## src/rtl/pwmd_pkg.sv

```systemverilog
package pwmd_pkg;
  localparam int NOUT  = 2;
  localparam int NBAND = 3;

  localparam int ADDR_UNIT = 0;
  localparam int ADDR_PER  = 1;
  localparam int ADDR_STEP = 2;
  localparam int ADDR_CTRL = 3;
  localparam int ADDR_CMD  = 4;
  localparam int ADDR_TIME = 8;

  typedef enum logic [1:0] {
    BAND_NOM  = 2'd0,
    BAND_HOT  = 2'd1,
    BAND_COLD = 2'd2
  } band_e;

  typedef struct packed {
    logic oe;
    logic lvl;
  } pin_t;

  // idle mode: 1 low, 2 high, others float
  function automatic pin_t idle_pin(input logic [1:0] mode);
    pin_t p;
    case (mode)
      2'd1:    p = '{oe: 1'b1, lvl: 1'b0};
      2'd2:    p = '{oe: 1'b1, lvl: 1'b1};
      default: p = '{oe: 1'b0, lvl: 1'b0};
    endcase
    return p;
  endfunction

  function automatic logic [1:0] band_index(input logic comp, input logic [1:0] code);
    if (!comp || code == 2'd3) return BAND_NOM;
    return code;
  endfunction
endpackage

```

## src/rtl/pwmd_cfg_regs.sv

```systemverilog
module pwmd_cfg_regs
  import pwmd_pkg::*;
#(
  parameter int DW  = 8,
  parameter int AW  = 5,
  parameter int NTR = 2,
  localparam int NTIME = NBAND * NOUT * NTR
) (
  input  logic                       clk,
  input  logic                       rst_n,
  input  logic                       wr,
  input  logic [AW-1:0]              addr,
  input  logic [DW-1:0]              data,
  output logic [DW-1:0]              unit_o,
  output logic [DW-1:0]              per_o,
  output logic [DW-1:0]              step_o,
  output logic [NOUT-1:0]            en_o,
  output logic [NOUT-1:0]            pol_o,
  output logic [1:0]                 idle_o,
  output logic                       comp_o,
  output logic [NTIME-1:0][DW-1:0]   tim_o,
  output logic                       start_o,
  output logic                       dir_o
);
  localparam logic [AW-1:0] A_UNIT = AW'(ADDR_UNIT);
  localparam logic [AW-1:0] A_PER  = AW'(ADDR_PER);
  localparam logic [AW-1:0] A_STEP = AW'(ADDR_STEP);
  localparam logic [AW-1:0] A_CTRL = AW'(ADDR_CTRL);
  localparam logic [AW-1:0] A_CMD  = AW'(ADDR_CMD);

  logic [6:0] ctrl_q;

  always_ff @(posedge clk or negedge rst_n) begin
    if (!rst_n) begin
      unit_o <= '0;
      per_o  <= '0;
      step_o <= '0;
      ctrl_q <= '0;
    end else if (wr) begin
      if (addr == A_UNIT) unit_o <= data;
      if (addr == A_PER)  per_o  <= data;
      if (addr == A_STEP) step_o <= data;
      if (addr == A_CTRL) ctrl_q <= data[6:0];
    end
  end

  for (genvar i = 0; i < NTIME; i++) begin : g_time
    localparam logic [AW-1:0] A_T = AW'(ADDR_TIME + i);
    always_ff @(posedge clk or negedge rst_n) begin
      if (!rst_n)                 tim_o[i] <= '0;
      else if (wr && addr == A_T) tim_o[i] <= data;
    end
  end

  assign en_o    = ctrl_q[1:0];
  assign pol_o   = ctrl_q[3:2];
  assign idle_o  = ctrl_q[5:4];
  assign comp_o  = ctrl_q[6];
  assign start_o = wr && (addr == A_CMD) && data[0];
  assign dir_o   = data[1];
endmodule

```

## src/rtl/pwmd_tick.sv

```systemverilog
module pwmd_tick #(
  parameter int DW = 8
) (
  input  logic          clk,
  input  logic          rst_n,
  input  logic          busy,
  input  logic          load,
  input  logic [DW-1:0] unit,
  output logic          tick
);
  logic [DW-1:0] pre_q;
  logic [DW-1:0] unit_eff;

  assign unit_eff = (unit == '0) ? DW'(1) : unit;
  assign tick     = busy && (pre_q >= unit_eff - DW'(1));

  always_ff @(posedge clk or negedge rst_n) begin
    if (!rst_n)    pre_q <= '0;
    else if (load) pre_q <= '0;
    else if (busy) pre_q <= tick ? '0 : pre_q + DW'(1);
  end

  AST_PRE_BOUND: assert property (@(posedge clk) disable iff (!rst_n)
    busy |-> pre_q < unit_eff);
endmodule

```

## src/rtl/pwmd_chan.sv

```systemverilog
module pwmd_chan #(
  parameter int DW  = 8,
  parameter int NTR = 2
) (
  input  logic                   clk,
  input  logic                   rst_n,
  input  logic                   load,
  input  logic                   restart,
  input  logic                   adv,
  input  logic [NTR-1:0][DW-1:0] times_in,
  input  logic                   pol_in,
  input  logic [DW-1:0]          cnt_next,
  output logic                   lvl
);
  logic [NTR-1:0][DW-1:0] times_q;
  logic                   pol_q;

  function automatic logic hit_par(input logic [NTR-1:0][DW-1:0] t, input logic [DW-1:0] v);
    logic p;
    p = 1'b0;
    for (int k = 0; k < NTR; k++) p ^= (t[k] == v);
    return p;
  endfunction

  always_ff @(posedge clk or negedge rst_n) begin
    if (!rst_n) begin
      times_q <= '0;
      pol_q   <= 1'b0;
      lvl     <= 1'b0;
    end else if (load) begin
      times_q <= times_in;
      pol_q   <= pol_in;
      lvl     <= pol_in ^ hit_par(times_in, '0);
    end else if (restart) begin
      lvl <= pol_q ^ hit_par(times_q, '0);
    end else if (adv) begin
      lvl <= lvl ^ hit_par(times_q, cnt_next);
    end
  end

  AST_LVL_HOLD: assert property (@(posedge clk) disable iff (!rst_n)
    !(load || restart || adv) |=> $stable(lvl));
endmodule

```

## src/rtl/pwmd_actuator.sv

```systemverilog
module pwmd_actuator
  import pwmd_pkg::*;
#(
  parameter int DW  = 8,
  parameter int AW  = 5,
  parameter int NTR = 2
) (
  input  logic             clk,
  input  logic             rst_n,
  input  logic             cfg_wr,
  input  logic [AW-1:0]    cfg_addr,
  input  logic [DW-1:0]    cfg_data,
  input  logic [1:0]       temp_band,
  output logic             busy,
  output logic [NOUT-1:0]  drv_oe,
  output logic [NOUT-1:0]  drv_lvl
);
  localparam int NTIME = NBAND * NOUT * NTR;

  logic [DW-1:0]            unit_r, per_r, step_r;
  logic [NOUT-1:0]          en_r, pol_r;
  logic [1:0]               idle_r;
  logic                     comp_r, start, dir;
  logic [NTIME-1:0][DW-1:0] tim_r;

  pwmd_cfg_regs #(.DW(DW), .AW(AW), .NTR(NTR)) u_regs (
    .clk(clk), .rst_n(rst_n), .wr(cfg_wr), .addr(cfg_addr), .data(cfg_data),
    .unit_o(unit_r), .per_o(per_r), .step_o(step_r), .en_o(en_r), .pol_o(pol_r),
    .idle_o(idle_r), .comp_o(comp_r), .tim_o(tim_r), .start_o(start), .dir_o(dir)
  );

  logic          busy_q, tick, accept;
  logic [DW-1:0] ph_q, step_q, per_l, step_l, unit_l, ph_next;
  logic          last_ph, last_step, restart, adv, done;

  assign accept    = start && !busy_q && (per_r != '0) && (step_r != '0);
  assign last_ph   = ph_q == per_l - DW'(1);
  assign last_step = step_q == step_l - DW'(1);
  assign restart   = tick && last_ph && !last_step;
  assign adv       = tick && !last_ph;
  assign done      = tick && last_ph && last_step;
  assign ph_next   = ph_q + DW'(1);

  pwmd_tick #(.DW(DW)) u_tick (
    .clk(clk), .rst_n(rst_n), .busy(busy_q), .load(accept), .unit(unit_l), .tick(tick)
  );

  always_ff @(posedge clk or negedge rst_n) begin
    if (!rst_n) begin
      busy_q <= 1'b0;
      ph_q   <= '0;
      step_q <= '0;
      per_l  <= '0;
      step_l <= '0;
      unit_l <= '0;
    end else if (accept) begin
      busy_q <= 1'b1;
      ph_q   <= '0;
      step_q <= '0;
      per_l  <= per_r;
      step_l <= step_r;
      unit_l <= unit_r;
    end else if (busy_q) begin
      if (done) begin
        busy_q <= 1'b0;
      end else if (restart) begin
        ph_q   <= '0;
        step_q <= step_q + DW'(1);
      end else if (adv) begin
        ph_q <= ph_next;
      end
    end
  end

  // timing set selection: band, then direction swap
  logic [1:0]                       bidx;
  logic [NOUT-1:0][NTR-1:0][DW-1:0] sel_times;
  assign bidx = band_index(comp_r, temp_band);

  always_comb begin
    for (int o = 0; o < NOUT; o++) begin
      for (int k = 0; k < NTR; k++) begin
        int src;
        src = dir ? (NOUT - 1 - o) : o;
        sel_times[o][k] = tim_r[(int'(bidx) * NOUT + src) * NTR + k];
      end
    end
  end

  logic [NOUT-1:0] lvl;
  for (genvar o = 0; o < NOUT; o++) begin : g_ch
    pwmd_chan #(.DW(DW), .NTR(NTR)) u_chan (
      .clk(clk), .rst_n(rst_n), .load(accept), .restart(restart), .adv(adv),
      .times_in(sel_times[o]), .pol_in(pol_r[o]), .cnt_next(ph_next), .lvl(lvl[o])
    );
  end

  pin_t ip;
  always_comb begin
    ip = idle_pin(idle_r);
    for (int o = 0; o < NOUT; o++) begin
      if (busy_q && en_r[o]) begin
        drv_oe[o]  = 1'b1;
        drv_lvl[o] = lvl[o];
      end else begin
        drv_oe[o]  = ip.oe;
        drv_lvl[o] = ip.lvl;
      end
    end
  end

  assign busy = busy_q;

  AST_PH_BOUND: assert property (@(posedge clk) disable iff (!rst_n)
    busy_q |-> ph_q < per_l);
  AST_STEP_BOUND: assert property (@(posedge clk) disable iff (!rst_n)
    busy_q |-> step_q < step_l);
  AST_BUSY_FALL: assert property (@(posedge clk) disable iff (!rst_n)
    $fell(busy_q) |-> $past(tick));
  AST_BUSY_RISE: assert property (@(posedge clk) disable iff (!rst_n)
    $rose(busy_q) |-> $past(start));
  AST_NO_RESTART: assert property (@(posedge clk) disable iff (!rst_n)
    (busy_q && start) |=> ($stable(per_l) && $stable(step_l) && $stable(unit_l)));
endmodule

```

## config.mk

```make
export PLATFORM = sky130hd
export DESIGN_NAME = pwmd_actuator
export DESIGN_NICKNAME = d
export VERILOG_FILES = /design/src/rtl/pwmd_pkg.sv /design/src/rtl/pwmd_cfg_regs.sv /design/src/rtl/pwmd_tick.sv /design/src/rtl/pwmd_chan.sv /design/src/rtl/pwmd_actuator.sv
export SDC_FILE = /design/constraint.sdc
export NUM_CORES = 1
export LEC_CHECK = 0
export BUFFER_PORTS_ARGS = -buffer_cell sky130_fd_sc_hd__buf_2
export CORE_UTILIZATION = 43
export CTS_CLUSTER_DIAMETER = 150
export DETAILED_ROUTE_END_ITERATION = 6
export MAX_ROUTING_LAYER = met4
export PLACE_DENSITY = 0.56
export SKIP_LAST_GASP = 1
export SLEW_MARGIN = 20
export SYNTH_ARGS = -nofsm -noshare
export SYNTH_HDL_FRONTEND = slang
export SYNTH_SLANG_ARGS = --single-unit
```

## constraint.sdc

```tcl
create_clock -name clk -period 4.55 [get_ports clk]
set_clock_uncertainty 0.15 [all_clocks]
set_input_delay 0.2275 -clock clk [delete_from_list [all_inputs] [get_ports clk]]
set_output_delay 0.2275 -clock clk [all_outputs]
set_load 0.1 [all_outputs]
```

==> impl_metrics.tcl, run 1 <==
set metrics [dict create \
    status "complete, no violations" \
    min_period_over_period_pct 88.5 \
    cp.required_ps 4830 \
    seq_area_frac_synth_pct 46.4 \
    ios 23 \
    cp_data_arrival_time_ps 4310 \
    end_kind "flop" \
    ctsHtreeMaxLevel 1 \
    gp_congestion 0.833 \
    grt_antenna_before_repair 0 \
    rsz0062_at_grt "no" \
    synth_edf_count 0 \
    cts-buffers-inserted 25 \
    ys_top_cells_by_count "dfrtp_1, nand2_1, mux2_2, o21ai_0, o22ai_1" \
    nNetsFinal 1127 \
    yosysWarningCount 0 \
    drv_slew 0 \
    async_flop_share_pct 100 \
    cts_sinks 212 \
    wl_per_cell_um 19.8 \
    clk_pin_slew_ps 60 \
    worst-setup-path-type "reg -> reg" \
    setup_ws_ps 523 \
    cp-start-kind "flop" \
    yosys_most_used_dff "dfrtp_1" \
    pre_cts_ws_ps 609 \
    worstMarginPinSlew_ps 1110 \
    post_cts_buffers 0 \
    cpLargestDelayFamily "simple AND/OR/NAND/NOR gates" \
    die_x_um 165 \
    vdd_drop_max_mv 0.370 \
    maxCapViolCount 0 \
    cts_root_buf "clkbuf_16" \
    totalWireLength_mm 28.6 \
    firstDrtPassIters 5 \
    syn_nets 1130 \
    grt_pass1_vias 8009 \
    synth_cell_types 78 \
    grt_overflow 0 \
    die_height_um 165 \
    insertion_delay_ps 540 \
    critPathMaxFanout 11 \
    drive_gt1_share_pct 21.0 \
    std_cell_rows 59 \
    critical_path_buf_inv_count 0 \
    drtAntennaViolNets 0 \
    hold_viol_final 0 \
    track_usage_pct 22.6 \
    power_density_nw_per_um2 398 \
    worstHoldPathType "in -> async" \
    relSlewSlack_pct 25.5 \
    fmax_ghz 0.248 \
    synthTopCellsByArea "dfrtp_1, mux2_2, nand2_1" \
    die_area_um2 27200 \
    dp_hpwl_mm 19.3 \
    max_stage_delay_ps 440 \
    tns_ps 0 \
    io_buffers 22 \
    period_needed_ps 4030 \
    synthCells 1097 \
    diodes 0 \
    cts_resized 0 \
    crit_chain "nor4_1 > a31oi_1 > ha_1 > nand2b_1 > nor4_1 > xnor2_1 > ha_1 > a2111oi_0 > nor2b_1 > a21oi_1 > and4_4 > nor3_2 > o21ai_0 > o31ai_1" \
    yosysMostFrequentCell "dfrtp_1" \
    synth_largest_type_area_fraction_pct 46.4 \
    core_area_um2 26100 \
    drc 0 \
    cts_hold_buf 1 \
    setup_viol 0 \
    via_per_inst 5.75 \
    grt_max_degree 136 \
    syn2layout_area_growth_pct 10.2 \
    floorplan.initialDensity_pct 43.9 \
    syn_area_um2 11400 \
    grt_pass1_wl_mm 46.3 \
    drt_iter0_drc 521 \
    cts_buffer_depth 3 \
    leakage_nw 5.58 \
    synth-seq-cells 212 \
    cts_tree "built" \
    syn_area_per_cell_um2 10.4 \
    vias 8315 \
    synth_top_cell_by_area "dfrtp_1" \
    cp_slowest_cell "dfrtp_1" \
]
## cells in the final DEF, fill, tap and decap left out, drive strengths merged, types with 3 or more instances in the layout
master / n
nor2b: 13
a21o: 6
a2111oi: 3
and3: 14
o22ai: 48
o31ai: 7
o221ai: 6
nor3: 15
nand3: 15
inv: 17
a211oi: 5
a21oi: 32
and2: 5
nand2: 163
xor2: 27
clkinv: 4
mux2: 145
xnor2: 42
nand4: 11
nor4: 23
mux2i: 22
nand3b: 6
nand2b: 17
o211ai: 3
o21a: 5
o21ai: 66
xnor3: 4
dfrtp: 212
ha: 15
nor2: 43
buf: 34
and4: 4
clkbuf: 38
## registers in the layout (all words and copies together), names as in the netlist, 2 cells and up
name	cells
u_regs.unit_o	8
step_l	8
ph_q	8
unit_l	8
g_ch.u_chan.times_q	32
g_ch.u_chan.lvl	2
g_ch.u_chan.pol_q	2
u_regs.step_o	8
per_l	8
u_tick.pre_q	8
u_regs.per_o	8
u_regs.ctrl_q	7
u_regs.tim_o	96
step_q	8
## stage by stage
step / cells / total power, mW / instance area (um2) / hold slack (ps) / util (%)
floorplan: 1097 / 2.86 / 11400 / -218 / -
global placement: 1400 / 3.10 / 11800 / 296 / 45.2
detailed placement: 1400 / 3.12 / 11800 / 300 / 45.2
CTS: 1446 / 5.06 / 12600 / 104 / 48.2
global route: 1447 / 5.24 / 12600 / 39.3 / 48.3
finish: 1447 / 5.02 / 12600 / 14.4 / 48.3
## kinds of logic after synthesis
group	synth area share [%]
xor+xnor	6.24
simple gates	14.4
compound gates	11.9
buf+inv	3.21
fa+ha+maj	1.64
mux	16.2
flops	46.4
## worst reg2reg max path: stages (launching register included)
cell       delay, ps
dfrtp_1          440
nor4_1           430
a31oi_1          240
ha_1             280
nand2b_1         100
nor4_1            60
xnor2_1          140
ha_1             200
a2111oi_0        430
nor2b_1          300
a21oi_1          180
and4_4           270
nor3_2           430
o21ai_0          180
o31ai_1          100
## final cells by class
type / count / area (um2)
clock inverters: 7 / 80.1
multi-input cells: 803 / 5770
clock buffers: 38 / 704
well taps: 335 / 419
fillers: 2461 / 13500
repair buffers: 35 / 253
inverters: 17 / 63.8
flip-flops and latches: 212 / 5310
## where the power goes
group          internal (mW)  switching, mW
registers               2.11          0.145
logic                  0.353          0.485
clock network           1.13          0.798
## worst paths after layout
path	start	end	slack [ps]	cells past startpoint
max	unit_l[3]	ph_q[6]	520	14
min	rst_n	step_q[2]	10	2
max reg2reg	unit_l[3]	ph_q[6]	520	14
min reg2reg	u_regs.unit_o[0]	unit_l[0]	320	2
max in group asynchronous	rst_n	g_ch[0].u_chan.times_q[9]	3020	4
min in group clk	cfg_data[6]	u_regs.tim_o[38]	140	2
## layer usage
layer	up-vias	wire (um)	global-route usage (%)
li1	3937	-	-
met1	4188	14200	32.2
met2	149	12800	33.9
met3	41	1050	2.76
met4	0	626	5.84
met5	-	0	-
No activity file was read; power rests on OpenSTA's default activity.
==> inputs of run 2 (changes only) <==
Settings changed: CAP_MARGIN from default to 40, CTS_BUF_LIST from default to sky130_fd_sc_hd__clkbuf_8.
==> impl_metrics.tcl, run 2 (synthesis results as in run 1) <==
set metrics [dict create \
    seqPwrFrac_pct 45.4 \
    drt_iter0_drc 611 \
    reg_top3 "u_regs.tim_o: 96 flops, g_ch.u_chan.times_q: 32 flops" \
    diodes 0 \
    cts_hold_buf 1 \
    cp_slowest_cell "a2111oi_0" \
    grt_antenna_before_repair 0 \
    cts_tree "built" \
    setup_viol 0 \
    critPathLaunch "unit_l[3]" \
    fin_hold_ws_ps 39.2 \
    grt_overflow 0 \
    r2r_start "unit_l[3]" \
    via_per_inst 5.65 \
    grt_pass1_wl_mm 46.6 \
    status "complete, no violations" \
    path_depth 14 \
    period_needed_ps 4160 \
    vias 8329 \
    grt_pass1_vias 8188 \
    tns_ps 0 \
    cp.required_ps 4820 \
    final_common_cell "dfrtp_1" \
    totalWireLength_mm 28.9 \
    switching_power_mw 1.45 \
    syn2layout_area_growth_pct 10.5 \
    ctsHtreeMaxLevel 2 \
    crit_chain "nor4_1 > a31oi_1 > ha_1 > nand2b_1 > nor4_1 > xnor2_1 > ha_1 > a2111oi_0 > nor2b_1 > a21oi_1 > and4_4 > nor3_2 > o21ai_0 > o31ai_1" \
    power_density_nw_per_um2 393 \
    vdd_drop_max_mv 0.293 \
    drtAntennaViolNets 0 \
    grt_max_degree 136 \
    cts_sinks 212 \
    worstMarginPinSlew_ps 876 \
    critical_path_buf_inv_count 0 \
    largest_reg_flops 96 \
    wl_per_cell_um 19.6 \
    regMostFlops "u_regs.tim_o" \
    ios 23 \
    die_area_um2 27200 \
    track_usage_pct 22.9 \
    std_cell_rows 59 \
    min_period_over_period_pct 91.5 \
    crit_path_end "ph_q[6]" \
    critPathMaxFanout 11 \
    clockPowerShare_pct 37.7 \
    place_area_um2 11800 \
    maxCapViolCount 0 \
    hold_viol_final 0 \
    end_kind "flop" \
    reg2reg_setup_slack_ps 390 \
    nNetsFinal 1143 \
    clk_pin_slew_ps 60 \
    max_stage_delay_ps 550 \
    dp_hpwl_mm 19.3 \
    cpLargestDelayFamily "simple AND/OR/NAND/NOR gates" \
    cp-start-kind "flop" \
    leakage_nw 5.67 \
    final_cell_area_um2 12600 \
    cp_data_arrival_time_ps 4430 \
    utilization_pct 48.5 \
    drive_gt1_share_pct 22.8 \
    post_cts_buffers 0 \
    rsz0062_at_grt "no" \
    die_height_um 165 \
    timing.rr.end "ph_q[6]" \
    io_buffers 22 \
    drc 0 \
    insertion_delay_ps 550 \
    cts_root_buf "clkbuf_8" \
    p_comb_share_pct 17.0 \
    relSlewSlack_pct 41.5 \
    floorplan.initialDensity_pct 43.9 \
    reg2reg_depth 14 \
    worst-setup-path-type "reg -> reg" \
    drv_slew 0 \
    fmax_ghz 0.240 \
    cts_resized 0 \
    cts-buffers-inserted 39 \
    firstDrtPassIters 5 \
    sw_frac_of_total_pct 29.3 \
    cts_buffer_depth 3 \
    core_area_um2 26100 \
    layout_common_cells "dfrtp_1, nand2_1, mux2_2, o21ai_0, clkbuf_8" \
    p_int_mw 3.51 \
    gp_congestion 0.833 \
    die_x_um 165 \
    worstHoldPathType "in -> async" \
]
run 2: cell count changes in the layout (fill, tap and decap cells not counted), sizes merged:
cell	delta
inv	+10
buf	+2
clkinv	+3
clkbuf	+12
clkinvlp	-1
run 2: power groups by stage:
stage,logic [mW],registers (mW),clock network (mW)
6_report,0.841,2.25,1.87
5_1_grt,0.918,2.28,2.01
4_1_cts,0.841,2.25,1.92
3_5_place_dp,0.836,2.28,0
3_3_place_gp,0.826,2.28,0
2_1_floorplan,0.623,2.23,0
run 2: layout make-up:
| cell class | count | area [um2] |
|---|---|---|
| clock buffer | 50 | 688 |
| clock inverter | 19 | 116 |
| fill | 2474 | 13400 |
| inverter | 17 | 63.8 |
| multi-input combinational | 803 | 5770 |
| sequential | 212 | 5310 |
| tap | 335 | 419 |
| timing repair buffer | 37 | 268 |
run 2: stage by stage:
step | instances | setup WS (ps) | power (mW)
after global placement | 1400 | 632 | 3.10
after global routing | 1473 | 11.8 | 5.21
after floorplan | 1097 | 693 | 2.86
after detailed placement | 1402 | 545 | 3.12
after CTS | 1472 | 477 | 5.01
final | 1473 | 388 | 4.96
run 2: how the worst min path moves through the flow:
stage	endpoint	slack (ps)	depth (start not counted)
6_report	step_q[2]	40	2
5_1_grt	step_l[7]	60	2
4_1_cts	u_regs.tim_o[6]	80	2
3_5_place_dp	u_tick.pre_q[2]	300	1
3_3_place_gp	unit_l[0]	300	2
2_1_floorplan	busy	-220	0
run 2: per-layer routing:
metal,vias up,GRT usage (%),part of all wire [%]
met2,152,34.5,45
met3,44,3.39,3.8
li1,3976,-,-
met1,4157,32.2,49
met5,-,-,0
met4,0,6.13,1.9
==> inputs of run 3 (changes only) <==
Settings changed: SYNTH_HIERARCHICAL from default to 1.
==> impl_metrics.tcl, run 3 <==
set metrics [dict create \
    power_density_nw_per_um2 467 \
    largest_reg_flops 96 \
    yosys_most_used_dff "dfrtp_1" \
    yosysWarningCount 6 \
    async_flop_share_pct 100 \
    hp-start "cfg_addr[3]" \
    end_kind "flop" \
    via_per_inst 5.39 \
    cts_sinks 212 \
    die_x_um 163 \
    synth_largest_type_area_fraction_pct 47.6 \
    synth-seq-cells 212 \
    synth_cell_types 70 \
    die_height_um 163 \
    std_cell_rows 58 \
    syn_area_um2 11100 \
    drt_iter0_drc 370 \
    cts-buffers-inserted 39 \
    maxCapViolCount 0 \
    wl_per_cell_um 19.3 \
    p_int_mw 3.93 \
    drtAntennaViolNets 0 \
    diodes 0 \
    vdd_drop_max_mv 0.284 \
    regMostFlops "u_regs/tim_o" \
    grt_pass1_wl_mm 40.9 \
    cts_tree "built" \
    leakage_nw 6.01 \
    dp_cells 1254 \
    seqPwrFrac_pct 42.0 \
    finalNonFillerCells 1322 \
    seq_area_frac_synth_pct 47.6 \
    relSlewSlack_pct 43.1 \
    drive_gt1_share_pct 29.3 \
    p_comb_share_pct 27.1 \
    ys_top_cells_by_count "dfrtp_1, mux2_2, mux2i_1, nand2_1, xnor2_1" \
    cp_data_arrival_time_ps 4160 \
    grt_overflow 0 \
    ctsHtreeMaxLevel 2 \
    nNetsFinal 1000 \
    grt_pass1_vias 7194 \
    reg2reg_depth 15 \
    insertion_delay_ps 560 \
    cts_buffer_depth 3 \
    worstHoldPathType "in -> reg" \
    final_common_cell "dfrtp_1" \
    worst-setup-path-type "reg -> reg" \
    synthCells 930 \
    ios 23 \
    die_area_um2 26500 \
    cts_hold_buf 1 \
    status "complete, no violations" \
    syn2layout_area_growth_pct 11.3 \
    tns_ps 0 \
    vias 7120 \
    rsz0062_at_grt "no" \
    track_usage_pct 20.6 \
    utilization_pct 49.0 \
    grt_max_degree 110 \
    setup_ws_ps 696 \
    floorplan.initialDensity_pct 44.0 \
    synth_top_cell_by_area "dfrtp_1" \
    worstMarginPinSlew_ps 854 \
    min_period_over_period_pct 84.7 \
    cts_resized 0 \
    post_cts_buffers 0 \
    dp_hpwl_mm 17.2 \
    cp.required_ps 4860 \
    clk_pin_slew_ps 60 \
    grt_antenna_before_repair 0 \
    syn_nets 963 \
    reg_top3 "u_regs/tim_o: 96 flops, g_ch.u_chan/times_q: 32 flops" \
    r2r_start "unit_l[3]" \
    firstDrtPassIters 4 \
    drc 0 \
    fmax_ghz 0.259 \
    critPathMaxFanout 7 \
    pre_cts_ws_ps 756 \
    core_area_um2 25300 \
    hold_path_depth 3 \
    drv_slew 0 \
    syn_area_per_cell_um2 12.0 \
    period_needed_ps 3850 \
    cp-start-kind "flop" \
    synthTopCellsByArea "dfrtp_1, mux2_2, mux2i_1" \
    critPathLaunch "unit_l[3]" \
    setup_viol 0 \
    io_buffers 22 \
    switching_power_mw 1.87 \
    clockPowerShare_pct 31.0 \
    synth_edf_count 0 \
    hold_viol_final 0 \
    yosysMostFrequentCell "dfrtp_1" \
    sw_frac_of_total_pct 32.3 \
    layout_common_cells "dfrtp_1, mux2_2, mux2i_1, nand2_1, xnor2_1" \
    cts_root_buf "clkbuf_8" \
    totalWireLength_mm 25.6 \
    gp_congestion 0.798 \
]
run 3: per-layer routing:
layer,part of all wire (%),GRT usage [%],vias up
met5,0,-,-
met4,1.7,5.48,0
met3,3.1,3.13,40
met2,43,29.4,106
met1,52,30.3,3554
li1,-,-,3420
run 3: area by class of cell:
class	count	area (um2)
inverters	21	78.8
flip-flops and latches	212	5310
multi-input cells	655	5550
repair buffers	38	278
clock buffers	50	688
well taps	330	413
clock inverters	16	90.1
fillers	2304	12900
run 3: power groups by stage:
stage,combinational [mW],sequential [mW],clock [mW]
after floorplan,1.22,2.40,0
after global placement,1.55,2.46,0
after detailed placement,1.57,2.46,0
after CTS,1.57,2.43,1.85
after global routing,1.72,2.47,1.94
final,1.57,2.43,1.80
run 3: final timing paths:
| kind | end | slack (ps) |
|---|---|---|
| max | g_ch[0].u_chan/lvl | 700 |
| min | u_regs/tim_o[37] | 110 |
| max in group asynchronous | g_ch[0].u_chan/times_q[8] | 3000 |
| max reg2reg | g_ch[0].u_chan/lvl | 700 |
| min reg2reg | unit_l[7] | 310 |
| min in group asynchronous | step_l[2] | 190 |
run 3: logic make-up after synthesis:
logic type               after synthesis  share of synthesized area, %
buffers and inverters                 63                          2.56
flip-flops                           212                          47.6
adder cells (fa/ha/maj)               15                          1.69
AND/OR/NAND/NOR                      243                          12.2
XOR/XNOR                              72                          6.40
multiplexers                         249                          24.7
AO/OA/AOI/OAI                         76                          4.81
run 3: worst max-delay path: stages, from the launching register on:
cell and delay (ps):
dfrtp_1 420, nor3_1 270, a31oi_1 170, ha_1 260, nand2_1 100, nor3_1 60, xnor2_1 140, ha_1 320
nand4_1 120, or3_2 470, a21boi_0 210, buf_4 180, nor3b_2 400, nor4_1 110, a221o_1 290, a21oi_2 90
run 3: per-stage QoR:
stage	power, mW	instance area (um2)	hold slack (ps)
floorplan	3.62	11100	-218
global placement	4.00	11600	211
detailed placement	4.03	11600	206
CTS	5.86	12400	74.4
global route	6.13	12400	89.7
finish	5.80	12400	107
